**src/rtl/irq_group_combiner.sv**
```systemverilog
module irq_group_combiner #(
  parameter int NUM_GROUPS      = 64,
  parameter int EXT_MODE        = 0,
  parameter int EXT_GROUP_LIMIT = 16
) (
  input  logic                    clk,
  input  logic                    rst_n,
  input  logic [NUM_GROUPS*8-1:0] irq_in,
  output logic [NUM_GROUPS-1:0]   grp_irq,
  input  logic                    req_valid,
  input  logic                    req_write,
  input  logic [6:0]              req_addr,
  input  logic [31:0]             req_wdata,
  output logic                    rsp_valid,
  output logic [31:0]             rsp_rdata,
  output logic                    rsp_err
);
  localparam int NIN    = NUM_GROUPS * 8;
  localparam int NQUAD  = NUM_GROUPS / 4;
  localparam int QW     = $clog2(NQUAD);
  localparam int NSTORE = 2 * NQUAD;

  logic [NIN-1:0] pend_q, mask_q, allow;
  logic [31:0]    pend_w [NQUAD];
  logic [31:0]    mask_w [NQUAD];
  logic [31:0]    en_store [NSTORE];
  logic [63:0]    grp_pad;

  genvar g;
  generate
    for (g = 0; g < NUM_GROUPS; g++) begin : g_grp
      assign allow[8*g +: 8] = (EXT_MODE != 0 && g >= EXT_GROUP_LIMIT) ? 8'h00 : 8'hFF;
      assign grp_irq[g] = |(mask_q[8*g +: 8] & pend_q[8*g +: 8]);
    end
    for (g = 0; g < NQUAD; g++) begin : g_quad
      assign pend_w[g] = pend_q[32*g +: 32];
      assign mask_w[g] = mask_q[32*g +: 32];
    end
  endgenerate

  always_comb begin
    grp_pad = '0;
    grp_pad[NUM_GROUPS-1:0] = grp_irq;
  end

  // decode
  logic [QW-1:0] qsel;
  logic [1:0]    sel;
  logic          quad_ok, en_reg, wr_ok, rd_err;
  assign qsel    = req_addr[2 +: QW];
  assign sel     = req_addr[1:0];
  assign quad_ok = !req_addr[6] && (int'(req_addr[5:2]) < NQUAD);
  assign en_reg  = quad_ok && !sel[1];
  assign wr_ok   = req_valid && req_write && en_reg;
  assign rd_err  = req_addr >= 7'h42;

  function automatic logic [31:0] store_init(int i);
    int a;
    a = (i / 2) * 16 + (i % 2) * 4;
    return (a == 'hC0 || a == 'hC4 || a == 'hD0 || a == 'hD4) ? 32'h0101_0101 : 32'h0;
  endfunction

  always_ff @(posedge clk) begin
    if (!rst_n) begin
      pend_q <= '0;
      mask_q <= '0;
      for (int i = 0; i < NSTORE; i++) en_store[i] <= store_init(i);
    end else begin
      pend_q <= irq_in & allow;
      if (wr_ok) begin
        en_store[{qsel, sel[0]}] <= req_wdata;
        for (int q = 0; q < NQUAD; q++)
          if (q == int'(qsel))
            mask_q[32*q +: 32] <= sel[0] ? (mask_q[32*q +: 32] & ~req_wdata)
                                         : (mask_q[32*q +: 32] | req_wdata);
      end
    end
  end

  logic [31:0] rd_data;
  always_comb begin
    rd_data = '0;
    if (quad_ok) begin
      case (sel)
        2'd2:    rd_data = pend_w[qsel];
        2'd3:    rd_data = mask_w[qsel] & pend_w[qsel];
        default: rd_data = en_store[{qsel, sel[0]}];
      endcase
    end else if (req_addr == 7'h40) rd_data = grp_pad[31:0];
    else if (req_addr == 7'h41)     rd_data = grp_pad[63:32];
  end

  always_ff @(posedge clk) begin
    if (!rst_n) begin
      rsp_valid <= 1'b0;
      rsp_rdata <= '0;
      rsp_err   <= 1'b0;
    end else begin
      rsp_valid <= req_valid;
      rsp_rdata <= (req_valid && !req_write) ? rd_data : 32'h0;
      rsp_err   <= req_valid && (req_write ? !en_reg : rd_err);
    end
  end

  assert_rsp_pulse_R12: assert property (@(posedge clk) disable iff (!rst_n)
    req_valid |=> rsp_valid);
  assert_rsp_idle_R12: assert property (@(posedge clk) disable iff (!rst_n)
    !req_valid |=> !rsp_valid);
  assert_far_write_err_R8: assert property (@(posedge clk) disable iff (!rst_n)
    (req_valid && req_write && req_addr >= 7'h40) |=> rsp_err);
  assert_bad_write_inert_R8: assert property (@(posedge clk) disable iff (!rst_n)
    (req_valid && req_write && !en_reg) |=> $stable(mask_q));
  assert_set_ors_R4: assert property (@(posedge clk) disable iff (!rst_n)
    (wr_ok && sel == 2'd0) |=> ((mask_w[$past(qsel)] & $past(req_wdata)) == $past(req_wdata)));
  assert_clear_bits_R5: assert property (@(posedge clk) disable iff (!rst_n)
    (wr_ok && sel == 2'd1) |=> ((mask_w[$past(qsel)] & $past(req_wdata)) == 32'h0));

  generate
    for (g = 0; g < NUM_GROUPS; g++) begin : g_chk
      assert_quiet_group_R1: assert property (@(posedge clk) disable iff (!rst_n)
        ($past(irq_in[8*g +: 8]) == 8'h00) |-> !grp_irq[g]);
      if (EXT_MODE != 0 && g >= EXT_GROUP_LIMIT) begin : g_ext
        assert_ext_dark_R10: assert property (@(posedge clk) disable iff (!rst_n)
          !grp_irq[g]);
      end
    end
  endgenerate
endmodule

```
**config.mk**
```make
export PLATFORM = sky130hd
export DESIGN_NAME = irq_group_combiner
export DESIGN_NICKNAME = d
export VERILOG_FILES = /design/src/rtl/irq_group_combiner.sv
export SDC_FILE = /design/constraint.sdc
export NUM_CORES = 2
export LEC_CHECK = 0
export BUFFER_PORTS_ARGS = -buffer_cell sky130_fd_sc_hd__clkbuf_2
export CAP_MARGIN = 10
export CORE_ASPECT_RATIO = 0.7
export CORE_UTILIZATION = 35
export CTS_CLUSTER_DIAMETER = 30
export CTS_CLUSTER_SIZE = 25
export DETAILED_ROUTE_END_ITERATION = 10
export SLEW_MARGIN = 20
export SYNTH_ARGS = -nofsm -noshare
export SYNTH_HDL_FRONTEND = slang
export SYNTH_SLANG_ARGS = --single-unit
```
**constraint.sdc**
```tcl
create_clock -name clk -period 9.05 [get_ports clk]
set_input_delay 0.4525 -clock clk [delete_from_list [all_inputs] [get_ports clk]]
set_output_delay 0.4525 -clock clk [all_outputs]
set_load 0.1 [all_outputs]
```
==> flow_summary.ini <==
[worst_setup_path]
cp.required_ns = 9.74
crit_type = in -> reg
path_cells = buf_8, buf_4, buf_4, o221ai_1, a21oi_1, a22oi_1, a221oi_1, o22ai_1
max_stage_delay_ns = 0.91
worst_path_max_delay_cell = buf_4
crit_path_frequent_cell = buf_4
r2r_slack_ns = 5.73
start_kind = primary input
cp_max_fo = 93
cp-end-kind = register
arrival_ns = 4.93

[yosys]
synthFlopType = dfxtp_1
synthTopCellsByArea = edfxtp_1, dfxtp_1, and2_1
syn-num-nets = 7844
ys_async_sr_fraction_pct = 0
yosysWarnings = 0
synth-seq-cells = 2082
syn_area_per_cell_um2 = 12.5
yosys.area.top_type = edfxtp_1
syn-cell-area_mm2 = 0.0913
synth.distinct_cells = 67
synth_edf_count = 1024
syn-instance-count = 7289
synth-seq-area-share_pct = 56.9
synth_top_cell_area_share_pct = 33.7

[drt]
via_count = 72300
drt-vias-per-instance = 6.03
drt-total-wl_mm = 380
drc = 0
drtIter0Drc = 13000
post_drt_wl_per_cell_um = 31.7
antenna_left = 0
first_pass_iters = 10

[sta]
max_freq_mhz = 236
hold_viol = 0
rsz0062_at_grt = false
fin_crit_ns = 4.24
fin_skew_ns = 0.103
tightestPinTransition_ns = 1.28
whs_ns = 0.0459
fin_crit_sh_pct = 46.9
setup_violations = 0
tns_ns = 0
slew_viol_final = 0
maxSlewHeadroom_pct = 14.4

[clock_network]
numCtsBuffers = 366
cts_setup_buffers = 0
cts_root_buf = clkbuf_16
htreeDepth = 5
clock_path_buffers = 4
clk_latency_ns = 0.91
cts_tree = done
clk_pin_slew_ns = 0.06
clock_sinks = 2082

[placed_design]
portBuffers = 652
hpwl_mm = 257
gp_congestion = 1.02

[power]
power.density_mw_per_mm2 = 230
vdd_drop_max_uv = 173
p_leak_nw = 41.3

[floorplan]
dieArea_mm2 = 0.263
core-area_mm2 = 0.259
fp-row-count = 156
initial_core_util_pct = 35.3
io_pins = 653
die_w_um = 612
die_h_um = 429

[status]
status = finished, final reports clean

[global_route]
grt_pass1_vias = 67600
grt_max_degree = 163
antenna_found_initial = 40
grt_first_pass_wirelength_mm = 523
grt_use_total_pct = 27.8
grt_overflow = 0

[finish]
n_fill_cell = 23000
final_nets = 8734
drive_gt1_share_pct = 23.3
area_growth_pct = 25.8
regArea_mm2 = 0.0519
multi_input_area_mm2 = 0.0360

[flow_run]
maxCapViolCount = 0

[hold_path]
worstHoldPathType = in -> reg
## routing by layer
layer  wire [µm]  global-route usage [%]
met3       55500                    9.83
met4       19700                    12.5
met5         396                   0.529
met2      159000                    39.1
met1      146000                    38.0
## critical path, delay by kind of cell
kind	cells	cell delay, ns
compound gates	5	2.15
buf+inv	3	2.02
## stage by stage
stage	instances	utilization, %	setup slack (ns)	instance area (µm²)	total power, W
2_1_floorplan	7289	-	4.79	91300	0.0115
3_3_place_gp	10800	37.5	4.24	97000	0.0123
3_5_place_dp	10800	37.5	4.22	97000	0.0123
4_1_cts	12000	44.3	5.12	115000	0.0264
5_1_grt	12000	44.4	4.85	115000	0.0270
6_report	12000	44.4	4.81	115000	0.0264
## timing repair
item,CTS,global route
hold endpoints to repair,512,0
hold buffers,524,0
gates resized for setup,0,0
## Yosys cell counts (8+ instances only)
library cell	count
a21o_1	11
a21oi_1	597
a221oi_1	61
a222oi_1	11
a22o_1	49
a22oi_1	380
a311oi_1	513
a31oi_1	23
and2_1	1525
buf_1	12
buf_2	164
buf_4	53
clkbuf_1	540
clkbuf_2	48
dfxtp_1	1058
edfxtp_1	1024
mux2_2	49
mux2i_1	198
mux4_2	371
nand2_1	48
nand2b_1	51
nand3_1	79
nand4_1	49
nor2_1	107
nor2b_1	8
nor3_2	20
nor3_4	25
o21ai_0	62
o221ai_1	28
o22ai_1	42
## cells by family (layout without fill, tap and decap cells)
| kind of cell | after synthesis | in the layout | share of synthesized area [%] |
|---|---|---|---|
| mux | 618 | 618 | 11.9 |
| other cells | 0 | 19 | 0 |
| compound gates | 1813 | 1813 | 14.0 |
| simple gates | 1945 | 1945 | 13.2 |
| buf+inv | 831 | 2026 | 3.98 |
| flops | 2082 | 2082 | 56.9 |
## report_power, final
group / internal [W] / total [W] / leakage (nW) / switching [W]
Combinational: 0.000692 / 0.00193 / 16.8 / 0.00124
Clock: 0.00884 / 0.0140 / 6.07 / 0.00516
Sequential: 0.0103 / 0.0105 / 18.4 / 0.000240
## cells in the final DEF (no fill, tap or decap), types with 31 or more instances in the layout
master,instances
a21oi_1,597
a221oi_1,61
a22o_1,49
a22oi_1,380
a311oi_1,513
and2_1,1523
buf_4,157
bufinv_16,37
clkbuf_16,377
clkbuf_2,646
clkinv_2,48
clkinv_4,41
clkinvlp_4,31
dfxtp_1,1058
dlygate4sd3_1,524
edfxtp_1,1024
inv_6,45
mux2_2,49
mux2i_1,198
mux4_2,371
nand2_1,46
nand2b_2,33
nand3_1,79
nand4_1,49
nor2_1,98
nor3_4,45
o21ai_0,59
o22ai_1,42
## area by class of cell
| type | instances | share of cell area [%] |
|---|---|---|
| multi-input cells | 4376 | 31.4 |
| flip-flops and latches | 2082 | 45.2 |
| diodes | 19 | 0.0414 |
| repair buffers | 1345 | 8.65 |
| clock buffers | 411 | 8.39 |
| well taps | 3476 | 3.79 |
| inverters | 8 | 0.0338 |
| clock inverters | 262 | 2.50 |
## path summary, 6_finish.rpt
path | start | cells past startpoint | to
worst max-delay path | req_addr[0] | 8 | rsp_rdata[25]
worst max register to register | en_store[15][27] | 5 | rsp_rdata[27]
worst min register to register | register | 2 | register
worst min-delay path | irq_in[297] | 2 | pend_q[297]
(Power assumes the default switching activity.)
